**src/rtl/txq_pkg.sv**
```systemverilog
package txq_pkg;
  localparam int unsigned TXQ_DEPTH  = 64;
  localparam int unsigned TXQ_DATA_W = 8;

  // Free-slot level for each select code, derived from the depth.
  function automatic int unsigned lvl_slots(input logic [1:0] sel, input int unsigned depth);
    unique case (sel)
      2'b00:   return depth / 8;
      2'b01:   return depth / 4;
      2'b10:   return depth / 2;
      default: return depth - depth / 8;
    endcase
  endfunction
endpackage

```
**src/rtl/txq_store.sv**
```systemverilog
module txq_store #(
  parameter int DEPTH = 64,
  parameter int W     = 8,
  localparam int AW   = $clog2(DEPTH),
  localparam int CW   = AW + 1
) (
  input  logic          clk,
  input  logic          rst_n,
  input  logic          clr,
  input  logic          push,
  input  logic [W-1:0]  din,
  input  logic          pop,
  output logic [W-1:0]  head,
  output logic [CW-1:0] cnt,
  output logic          full,
  output logic          empty,
  output logic          push_ok,
  output logic          pop_ok,
  output logic          drained
);
  logic [W-1:0]  mem [DEPTH];
  logic [AW-1:0] wp_q, wp_d, rp_q, rp_d;
  logic [CW-1:0] cnt_q, cnt_d;

  assign full    = (cnt_q == CW'(DEPTH));
  assign empty   = (cnt_q == '0);
  assign push_ok = push & ~clr & ~full;
  assign pop_ok  = pop & ~clr & ~empty;
  assign drained = pop_ok & ~push_ok & (cnt_q == CW'(1));
  assign head    = mem[rp_q];
  assign cnt     = cnt_q;

  always_comb begin
    wp_d  = wp_q;
    rp_d  = rp_q;
    cnt_d = cnt_q;
    if (clr) begin
      wp_d  = '0;
      rp_d  = '0;
      cnt_d = '0;
    end else begin
      if (push_ok) wp_d = (wp_q == AW'(DEPTH - 1)) ? '0 : wp_q + 1'b1;
      if (pop_ok)  rp_d = (rp_q == AW'(DEPTH - 1)) ? '0 : rp_q + 1'b1;
      unique case ({push_ok, pop_ok})
        2'b10:   cnt_d = cnt_q + 1'b1;
        2'b01:   cnt_d = cnt_q - 1'b1;
        default: cnt_d = cnt_q;
      endcase
    end
  end

  always_ff @(posedge clk or negedge rst_n) begin
    if (!rst_n) begin
      wp_q  <= '0;
      rp_q  <= '0;
      cnt_q <= '0;
    end else begin
      wp_q  <= wp_d;
      rp_q  <= rp_d;
      cnt_q <= cnt_d;
    end
  end

  always_ff @(posedge clk) begin
    if (push_ok) mem[wp_q] <= din;
  end
endmodule

```
**src/rtl/txq_irq.sv**
```systemverilog
module txq_irq #(
  parameter int CW = 7
) (
  input  logic          clk,
  input  logic          rst_n,
  input  logic          clr,
  input  logic          wr_stb,
  input  logic          push_ok,
  input  logic          rd_stb,
  input  logic          mode,
  input  logic          drained,
  input  logic [CW-1:0] free,
  input  logic [CW-1:0] lvl,
  output logic          irq
);
  logic [1:0] wtally_q, wtally_d;
  logic       svc_q, svc_d;
  logic       irq_q, irq_d;
  logic       armed, thr_hit, empty_hit, fire;

  assign armed     = (wtally_q == 2'd2);
  assign thr_hit   = mode & armed & (free >= lvl);
  assign empty_hit = drained & (~mode | ~svc_q);
  assign fire      = clr | thr_hit | empty_hit;

  always_comb begin
    irq_d    = fire | (irq_q & ~(wr_stb | rd_stb));
    wtally_d = wtally_q;
    svc_d    = svc_q;
    if (fire) begin
      wtally_d = 2'd0;
      svc_d    = 1'b1;
    end else if (push_ok) begin
      svc_d = 1'b0;
      if (!armed) wtally_d = wtally_q + 2'd1;
    end
  end

  always_ff @(posedge clk or negedge rst_n) begin
    if (!rst_n) begin
      irq_q    <= 1'b0;
      wtally_q <= 2'd0;
      svc_q    <= 1'b0;
    end else begin
      irq_q    <= irq_d;
      wtally_q <= wtally_d;
      svc_q    <= svc_d;
    end
  end

  assign irq = irq_q;
endmodule

```
**src/rtl/txq_dma.sv**
```systemverilog
module txq_dma #(
  parameter int CW = 7
) (
  input  logic          clk,
  input  logic          rst_n,
  input  logic [CW-1:0] free,
  input  logic [CW-1:0] lvl,
  input  logic          full,
  output logic          dma_rdy
);
  logic req_q, req_d;

  always_comb begin
    req_d = req_q;
    if (free > lvl)  req_d = 1'b1;
    else if (full)   req_d = 1'b0;
  end

  always_ff @(posedge clk or negedge rst_n) begin
    if (!rst_n) req_q <= 1'b0;
    else        req_q <= req_d;
  end

  assign dma_rdy = req_q;
endmodule

```
**src/rtl/txq_top.sv**
```systemverilog
module txq_top #(
  parameter int DEPTH = txq_pkg::TXQ_DEPTH,
  parameter int W     = txq_pkg::TXQ_DATA_W,
  localparam int CW   = $clog2(DEPTH) + 1
) (
  input  logic          clk,
  input  logic          rst_n,
  input  logic          thr_wr,
  input  logic [W-1:0]  thr_wdata,
  input  logic          iir_rd,
  input  logic          fifo_clr,
  input  logic          thr_mode,
  input  logic [1:0]    lvl_sel,
  input  logic          tx_pop,
  output logic          tx_valid,
  output logic [W-1:0]  tx_byte,
  output logic          irq,
  output logic          dma_rdy,
  output logic [CW-1:0] free_cnt,
  output logic          full,
  output logic          empty
);
  logic [1:0]    rs_q;
  logic          rst_int_n;
  logic [CW-1:0] cnt, free, lvl;
  logic          push_ok, pop_ok, drained;

  always_ff @(posedge clk or negedge rst_n) begin
    if (!rst_n) rs_q <= 2'b00;
    else        rs_q <= {rs_q[0], 1'b1};
  end
  assign rst_int_n = rs_q[1];

  txq_store #(.DEPTH(DEPTH), .W(W)) store_i (
    .clk(clk), .rst_n(rst_int_n), .clr(fifo_clr), .push(thr_wr), .din(thr_wdata),
    .pop(tx_pop), .head(tx_byte), .cnt(cnt), .full(full), .empty(empty),
    .push_ok(push_ok), .pop_ok(pop_ok), .drained(drained)
  );

  assign free     = CW'(DEPTH) - cnt;
  assign lvl      = CW'(txq_pkg::lvl_slots(lvl_sel, DEPTH));
  assign free_cnt = free;
  assign tx_valid = ~empty;

  txq_irq #(.CW(CW)) irq_i (
    .clk(clk), .rst_n(rst_int_n), .clr(fifo_clr), .wr_stb(thr_wr), .push_ok(push_ok),
    .rd_stb(iir_rd), .mode(thr_mode), .drained(drained), .free(free), .lvl(lvl),
    .irq(irq)
  );

  txq_dma #(.CW(CW)) dma_i (
    .clk(clk), .rst_n(rst_int_n), .free(free), .lvl(lvl), .full(full),
    .dma_rdy(dma_rdy)
  );
endmodule

```
**config.mk**
```make
export PLATFORM = sky130hd
export DESIGN_NAME = txq_top
export DESIGN_NICKNAME = d
export VERILOG_FILES = /design/src/rtl/txq_pkg.sv /design/src/rtl/txq_store.sv /design/src/rtl/txq_irq.sv /design/src/rtl/txq_dma.sv /design/src/rtl/txq_top.sv
export SDC_FILE = /design/constraint.sdc
export NUM_CORES = 1
export LEC_CHECK = 0
export BUFFER_PORTS_ARGS = -buffer_cell sky130_fd_sc_hd__buf_2
export CAP_MARGIN = 10
export CORE_MARGIN = 8
export CORE_UTILIZATION = 55
export CTS_CLUSTER_DIAMETER = 50
export DETAILED_ROUTE_END_ITERATION = 7
export PLACE_DENSITY = 0.76
export SYNTH_ARGS = -nofsm -noshare
export SYNTH_HDL_FRONTEND = slang
export SYNTH_HIERARCHICAL = 1
export SYNTH_SLANG_ARGS = --single-unit
```
**constraint.sdc**
```tcl
create_clock -name clk -period 2.4 [get_ports clk]
set_input_delay 0.48 -clock clk [delete_from_list [all_inputs] [get_ports clk]]
set_output_delay 0.48 -clock clk [all_outputs]
set_load 0.03 [all_outputs]
```
## After elaboration in Yosys (flattened, before gate mapping)

Memory sizes are Yosys's and may differ from the RTL's.
Index checks and enable logic that the tools add are counted.

| storage, ports and cells | value |
|---|---|
| RAM bits | 512 |
| bits of input ports | 17 |
| memories kept | 1 |
| output and inout port bits | 20 |
| flip-flop bits (word level) | 26 |
| word-level logic and storage cells | 75 |

| operators by class | value |
|---|---|
| bitwise operators | 22 |
| equal/unequal tests | 10 |
| reductions and logical operators | 8 |
| add/subtract/negate cells | 6 |
| muxes and demuxes | 18 |
| $lt $le $gt $ge | 2 |

Memories:

| memory | words | width | rd ports | clocked after memory_dff | wr ports | RTL line | text |
|---|---|---|---|---|---|---|---|
| store_i.mem | 64 | 8 | 1 | 0 | 1 | txq_store.sv:21 | `logic [W-1:0] mem [DEPTH];` |

Operators with widths:

| cell | count |
|---|---|
| 6-bit 2-to-1 mux | 6 |
| 6-bit case mux with 3 select lines | 1 |
| 7-bit case mux with 2 select lines | 1 |
| 6-bit by 1-bit adder with 6-bit output, second input constant | 2 |
| 6-bit == test, second input constant | 2 |
| 1-bit bitwise AND | 10 |
| 2-bit nonzero test | 4 |
| 7-bit by 1-bit adder with 7-bit output, second input constant | 1 |
| 7-bit by 1-bit == test with 1-bit output, second input constant | 1 |
| 7-bit == test, second input constant | 1 |
| 7-bit by 6-bit >= comparator with 1-bit output | 1 |
| 7-bit by 6-bit > comparator with 1-bit output | 1 |
| 7-bit zero test | 1 |
| 7-bit 2-to-1 mux | 1 |
| 1-bit NOT | 7 |
| 7-bit by 1-bit subtractor with 7-bit output, second input constant | 1 |
| 7-bit subtractor, first input constant | 1 |
| 2-bit == test, second input constant | 3 |
| 1-bit 2-to-1 mux | 6 |
| 2-bit 2-to-1 mux | 3 |
| 1-bit bitwise OR | 5 |
| 2-bit by 1-bit == test with 1-bit output, second input constant | 2 |
| 3-bit nonzero test | 1 |
| 2-bit by 1-bit adder with 2-bit output, second input constant | 1 |
| 3 further kinds | 3 |

## Depth between registers and ports, before layout

Gate-level depths: netlist of the first run.

| depth | value |
|---|---|
| depth in word-level cells | 10 |
| gate-level depth with buffers | 9 |

## By module

Netlist of the first run, hierarchy kept.

By module, submodules not included:

| module | times used | area each (um^2) | cells an instance | sequential area each (um^2) |
|---|---|---|---|---|
| txq_store | 1 | 21160.3 | 1049 | 15850.2 |
| txq_irq | 1 | 390.4 | 42 | 100.1 |
| txq_top | 1 | 215.2 | 27 | 50.0 |
| txq_dma | 1 | 205.2 | 26 | 25.0 |

## Worst setup path before layout of the first run

OpenSTA, ideal clock, no wires.

| timing | value |
|---|---|
| path type | flip-flop to flip-flop |
| start point | reg store_i.cnt_q[0], in the netlist store_i/cnt[0] |
| end point | reg irq_i.wtally_q[0] |
| slack | -322 ps |
| cell stages (with the launch flop) | 9 |
| buffers on the path | 0 |
| library setup time | 140 ps |
| period minus slack after synthesis | 2722 ps |
| arrival time | 2582 ps |
| cells stage by stage | dfrtp_1 > inv_1 > ha_1 > xnor2_1 > ha_1 > o21a_1 > nor2_1 > nor4_2 > nor3_1 |

RTL lines:

| item | RTL line | text |
|---|---|---|
| from (decl) | txq_store.sv:23 | `logic [CW-1:0] cnt_q, cnt_d;` |
| from (signal assigned) | txq_store.sv:60 | `cnt_q <= cnt_d;` |
| 7-bit subtractor (*) | txq_top.sv:40 | `assign free = CW'(DEPTH) - cnt;` |
| via free_cnt[2] | txq_top.sv:19 | `output logic [CW-1:0] free_cnt,` |
| 7-bit by 6-bit >= comparator with 1-bit output (*) | txq_irq.sv:22 | `assign thr_hit = mode & armed & (free >= lvl);` |
| 1-bit bitwise AND (*) | txq_irq.sv:22 |  |
| 1-bit bitwise OR (*) (2 in a row) | txq_irq.sv:24 | `assign fire = clr \| thr_hit \| empty_hit;` |
| 2-bit != test (no line) / 2-bit nonzero test (equally long branches) | - |  |
| 2-bit AND reduction (no line) | - |  |
| to (signal assigned) | txq_irq.sv:46 | `wtally_q <= wtally_d;` |
| to (decl) | txq_irq.sv:16 | `logic [1:0] wtally_q, wtally_d;` |

The timed path passes the listed nets; every way through them passes the cells marked *.
A chain may end at the register's enable or synchronous reset.

## Worst setup path after layout of the first run

| timing | value |
|---|---|
| start point | reg store_i.rp_q[0] |
| end point | out tx_byte[0] |

| on the way | value |
|---|---|
| word-level cells in the longest chain between the ends | 1 |

Ends and longest elaborated chain:

| item | RTL line | text |
|---|---|---|
| from (decl) | txq_store.sv:22 | `logic [AW-1:0] wp_q, wp_d, rp_q, rp_d;` |
| from (signal assigned) | txq_store.sv:59 | `rp_q <= rp_d;` |
| memory 64 x 8 bit | - |  |
| to (decl) | txq_top.sv:16 | `output logic [W-1:0] tx_byte,` |

Every way passes these cells.

==> results_dict.tcl, run 1 <==
set metrics [dict create \
    syn_to_final_growth_pct 20.5 \
    path_max_fanout 7 \
    initial_core_util_pct 55.5 \
    use_met1_pct 29.1 \
    syn_area_per_cell_um2 19.2 \
    multi_input_area_mm2 0.00600 \
    slew_headroom_pct 39.2 \
    grt_pass1_wl_um 77300 \
    p_leak_uw 0.00858 \
    cts_tree "yes" \
    min_period_ns 3.35 \
    r2r_setup_slack_ns 0.01 \
    syn_inst 1143 \
    die_h_um 216 \
    drive_gt1_share_pct 37.3 \
    cts_sinks 538 \
    routed_wl_um 51300 \
    hpwl_um 32300 \
    gp_congestion 0.851 \
    busiest_layer "met2" \
    worst_pin_slew_ns 0.908 \
    drt_iter0_markers 1298 \
    fin_tns_setup_ns -7.30 \
    vias 12000 \
    grt_util_met3_pct 4.83 \
    htree_levels 2 \
    numCtsBuffers 54 \
    clk_latency_ns 0.60 \
    fillers 2397 \
    hold_viol 0 \
    dieArea_mm2 0.0466 \
    post-route-period-util_pct 140 \
    seq_area_mm2 0.0160 \
    ir_worst_vdd_v 0.000514 \
    r2r_end "store_i/cnt[5]" \
    setup_viol 8 \
    core_mm2 0.0395 \
    dp_slack_ns -0.495 \
    reg2reg_depth 6 \
    rsz0062_at_grt "true" \
    grt_antenna_before_repair 0 \
    critical_path_class "reg2out" \
    failed_checks "negative setup slack" \
    power.density_mw_per_mm2 960 \
    ctsRootBufferMaster "clkbuf_16" \
    r2r-start "store_i/cnt[2]" \
    drc 0 \
    nNetsFinal 1383 \
    cts_buffer_depth 3 \
    fin_skew_ns 0.0310 \
    port_buffers 36 \
    fmax_mhz 298 \
    grt_usage_pct 22.0 \
    synth_warnings 6 \
    overflow 0 \
    row_count 73 \
    drv_slew 0 \
    start_kind "register" \
    status "complete, but fails checks" \
    num_antenna_cells 0 \
    cp.arrival_ns 2.87 \
    viasPerCell 6.28 \
    num_io_pins 37 \
    setup_ws_ns -0.952 \
    grt_pass1_vias 12400 \
    end_kind "primary output" \
    hold_path.class "in2async" \
    antenna_left 0 \
    crit_required_ns 1.92 \
    first_pass_iters 6 \
    maxCapViolCount 0 \
    synth.cell_area_mm2 0.0220 \
    grt_use_met2_pct 36.1 \
    clk_pin_slew_ns 0.06 \
    grt_max_degree 65 \
    wl_per_cell_um 26.8 \
    die_x_um 216 \
]
worst max path at each step:
stage / start / to
final: store_i/rp_q[0] / tx_byte[0]
after global routing: store_i/rp_q[0] / tx_byte[6]
after CTS: store_i/rp_q[0] / tx_byte[6]
after detailed placement: store_i/rp_q[0] / tx_byte[0]
after global placement: store_i/rp_q[0] / tx_byte[0]
after floorplan: store_i/cnt[0] / store_i/mem[24][0]
layout by cell type (no fill, tap or decap), types with 21 or more instances in the layout:
cell and instances:
edfxtp_1 512, mux4_2 136, buf_4 121, clkbuf_16 54, nor2_1 51, nor2_2 30, inv_1 25, nand2_1 24
ha_1 23, buf_12 23, a21oi_1 22, dfrtp_1 22, buf_2 22, buf_6 21
critical path, stage by stage, from the launching register on:
cell,delay [ns]
dfrtp_4,0.46
buf_12,0.16
buf_16,0.14
mux4_2,0.56
mux4_2,0.53
nand3b_1,0.17
nand2_2,0.11
buf_6,0.16
through the flow:
step	cell area, um2	cells	util [%]	hold slack [ns]	power, uW
floorplan	22100	1150	-	0.184	14500
global placement	24000	1789	60.6	0.265	16100
detailed placement	24000	1789	60.6	0.275	16200
CTS	26300	1906	66.4	0.199	25200
global route	26500	1912	66.9	0.213	26300
finish	26500	1912	66.9	0.222	25400
area by class of cell:
type | instances | area share (%)
Clock buffer | 64 | 5.25
Clock inverter | 38 | 1.41
Inverter | 29 | 0.421
Multi-Input combinational cell | 523 | 22.7
Sequential cell | 538 | 60.6
Tap cell | 525 | 2.48
Timing Repair Buffer | 195 | 7.20
what timing repair did:
item | 4_1_cts | 5_1_grt
endpoints found under the setup margin | 103 | 345
pin swaps | 17 | 13
gates cloned | 4 | 0
endpoints found under the hold margin | 2 | 0
hold buffers | 1 | 0
gates resized for setup | 92 | 42
buffers inserted | 10 | 6
flip-flops by register name (all words and copies together), names as in the netlist:
signal	flops
store_i/mem	512
store_i/cnt	7
store_i/rp_q	6
store_i/wp_q	6
irq_i/wtally_q	2
rs_q	2
dma_i/dma_rdy	1
irq_i/irq	1
irq_i/svc_q	1
power breakdown:
group | switching [uW] | leakage (uW) | total, uW | internal, uW
Combinational | 3410 | 0.00279 | 6650 | 3240
Clock | 3500 | 0.000854 | 8310 | 4810
Sequential | 76.8 | 0.00494 | 10400 | 10400
Total | 6980 | 0.00858 | 25400 | 18400
metal layers:
| metal | vias up | part of all wire (%) |
|---|---|---|
| met5 | - | 0 |
| met3 | 123 | 9.0 |
| li1 | 5064 | - |
| met4 | 0 | 3.4 |
| met1 | 6171 | 38 |
| met2 | 642 | 50 |
(Power assumes the default switching activity.)
==> run 2: changes to the inputs <==
--- a/config.mk
+++ b/config.mk
@@ -7,11 +7,13 @@
 export LEC_CHECK = 0
 export BUFFER_PORTS_ARGS = -buffer_cell sky130_fd_sc_hd__buf_2
 export CAP_MARGIN = 10
+export CELL_PAD_IN_SITES_DETAIL_PLACEMENT = 1
+export CELL_PAD_IN_SITES_GLOBAL_PLACEMENT = 2
 export CORE_MARGIN = 8
-export CORE_UTILIZATION = 55
+export CORE_UTILIZATION = 44
 export CTS_CLUSTER_DIAMETER = 50
 export DETAILED_ROUTE_END_ITERATION = 7
-export PLACE_DENSITY = 0.76
+export PLACE_DENSITY = 0.77
 export SYNTH_ARGS = -nofsm -noshare
 export SYNTH_HDL_FRONTEND = slang
 export SYNTH_HIERARCHICAL = 1
==> results_dict.tcl, run 2 (synthesis results as in run 1) <==
set metrics [dict create \
    min_period_ns 3.34 \
    crit_cells 8 \
    viasPerCell 5.67 \
    placed_area_mm2 0.0245 \
    clk_latency_ns 0.63 \
    grt_max_degree 65 \
    cp_cell_sequence "buf_12, buf_12, buf_8, mux4_2, mux4_2, nand3b_1, nand2_2, buf_6" \
    fin_skew_ns 0.0286 \
    grt_usage_pct 19.9 \
    drive_gt1_share_pct 41.4 \
    maxCapViolCount 0 \
    p_leak_uw 0.00907 \
    reg2reg_depth 7 \
    drc 0 \
    largest-register "store_i/mem" \
    end_kind "primary output" \
    wl_per_cell_um 26.6 \
    nNetsFinal 1432 \
    routed_wl_um 56000 \
    antenna_left 0 \
    cp_slowest_cell "dfrtp_4" \
    drt_iter0_markers 808 \
    cts_sinks 538 \
    clk_pin_slew_ns 0.06 \
    core_mm2 0.0498 \
    drv_slew 0 \
    syn_to_final_growth_pct 26.3 \
    cp_num_buf_inv 4 \
    fmax_mhz 299 \
    placed_cells 1964 \
    crit_required_ns 1.92 \
    dieArea_mm2 0.0573 \
    ir_worst_vdd_v 0.000592 \
    grt_pass1_vias 12800 \
    setup_ws_ns -0.941 \
    r2r_setup_slack_ns 0.05 \
    start_kind "register" \
    hold_viol 0 \
    critPathCapture "tx_byte[6]" \
    setup_viol 8 \
    num_antenna_cells 0 \
    row_count 82 \
    r2r_end "store_i/cnt[5]" \
    r2r-start "store_i/cnt[2]" \
    crit_family "multiplexers" \
    grt_pass1_wl_um 83800 \
    first_pass_iters 5 \
    worst_pin_slew_ns 0.879 \
    critical_path_class "reg2out" \
    htree_levels 2 \
    numCtsBuffers 58 \
    path_max_fanout 6 \
    holdWs_ns 0.170 \
    slew_headroom_pct 41.2 \
    post-route-period-util_pct 139 \
    power.density_mw_per_mm2 975 \
    port_buffers 36 \
    crit_path_start "store_i/rp_q[0]" \
    final_common_cell "edfxtp_1" \
    overflow 0 \
    cp.arrival_ns 2.86 \
    hpwl_um 35500 \
    cts_tree "yes" \
    vias 11900 \
    initial_core_util_pct 44.1 \
    final_cell_mix "edfxtp_1, mux4_2, buf_4, clkbuf_16, nor2_1" \
    design_area_mm2 0.0278 \
    largest_reg_flops 512 \
    fin_tns_setup_ns -7.35 \
    stdcell_count 2108 \
    ctsRootBufferMaster "clkbuf_16" \
    cts_buffer_depth 3 \
    rsz0062_at_grt "true" \
    failed_checks "negative setup slack" \
    gp_congestion 0.781 \
    final_util_pct 55.8 \
    num_io_pins 37 \
    die_x_um 239 \
    die_h_um 239 \
    slowest_delay_ns 0.53 \
    grt_antenna_before_repair 0 \
    hold_path.class "in2async" \
    status "complete, but fails checks" \
]
-- run 2: repair_timing --
action / CTS / global route
gates cloned: 6 / 0
pin swaps: 35 / 20
gates resized for setup: 162 / 53
hold buffers: 1 / 0
endpoints found under the hold margin: 2 / 0
buffers inserted: 25 / 15
endpoints found under the setup margin: 272 / 363
-- run 2: worst reg2reg max path, stage by stage (launching register included) --
cell     delay [ns]
dfrtp_1        0.39
buf_4          0.14
or4_4          0.46
o31a_1         0.30
buf_6          0.14
a311o_1        0.32
a21oi_2        0.17
mux2_4         0.32
-- run 2: how the worst min path moves through the flow --
| stage | start | to | slack [ns] |
|---|---|---|---|
| 6_report | rst_n | rs_q[0] | 0.17 |
| 5_1_grt | rst_n | rs_q[0] | 0.16 |
| 4_1_cts | rst_n | rs_q[0] | 0.13 |
| 3_5_place_dp | rst_n | rs_q[0] | 0.27 |
| 3_3_place_gp | rst_n | rs_q[0] | 0.27 |
| 2_1_floorplan | rst_n | rs_q[0] | 0.18 |
-- run 2: where the power goes --
part	switching [uW]	internal (uW)	total [uW]	leakage (uW)
Combinational	3610	3850	7460	0.00318
Clock	3730	5420	9150	0.000955
Sequential	85.5	10400	10500	0.00494
Total	7430	19600	27100	0.00907
-- run 2: metal layers --
layer | track usage, % | wire length [um] | vias up
li1 | - | - | 5150
met1 | 25.7 | 23000 | 6338
met2 | 33.0 | 28000 | 354
met3 | 3.96 | 3040 | 105
met4 | 7.64 | 1960 | 0
met5 | 0 | 0 | -
-- run 2: final cells by class --
class                      count  area, um2
multi-input combinational    523       6210
tap                          672        841
clock buffer                  65       1480
fill                        4396      22000
timing repair buffer         240       2590
sequential                   538      16000
clock inverter                41        485
inverter                      29        114
-- run 2: per-stage QoR --
stage	total power (uW)	setup slack, ns
finish	27100	-0.941
global route	28100	-1.01
CTS	27100	-1.00
detailed placement	16500	-0.599
global placement	16400	-0.511
floorplan	14500	-0.0433
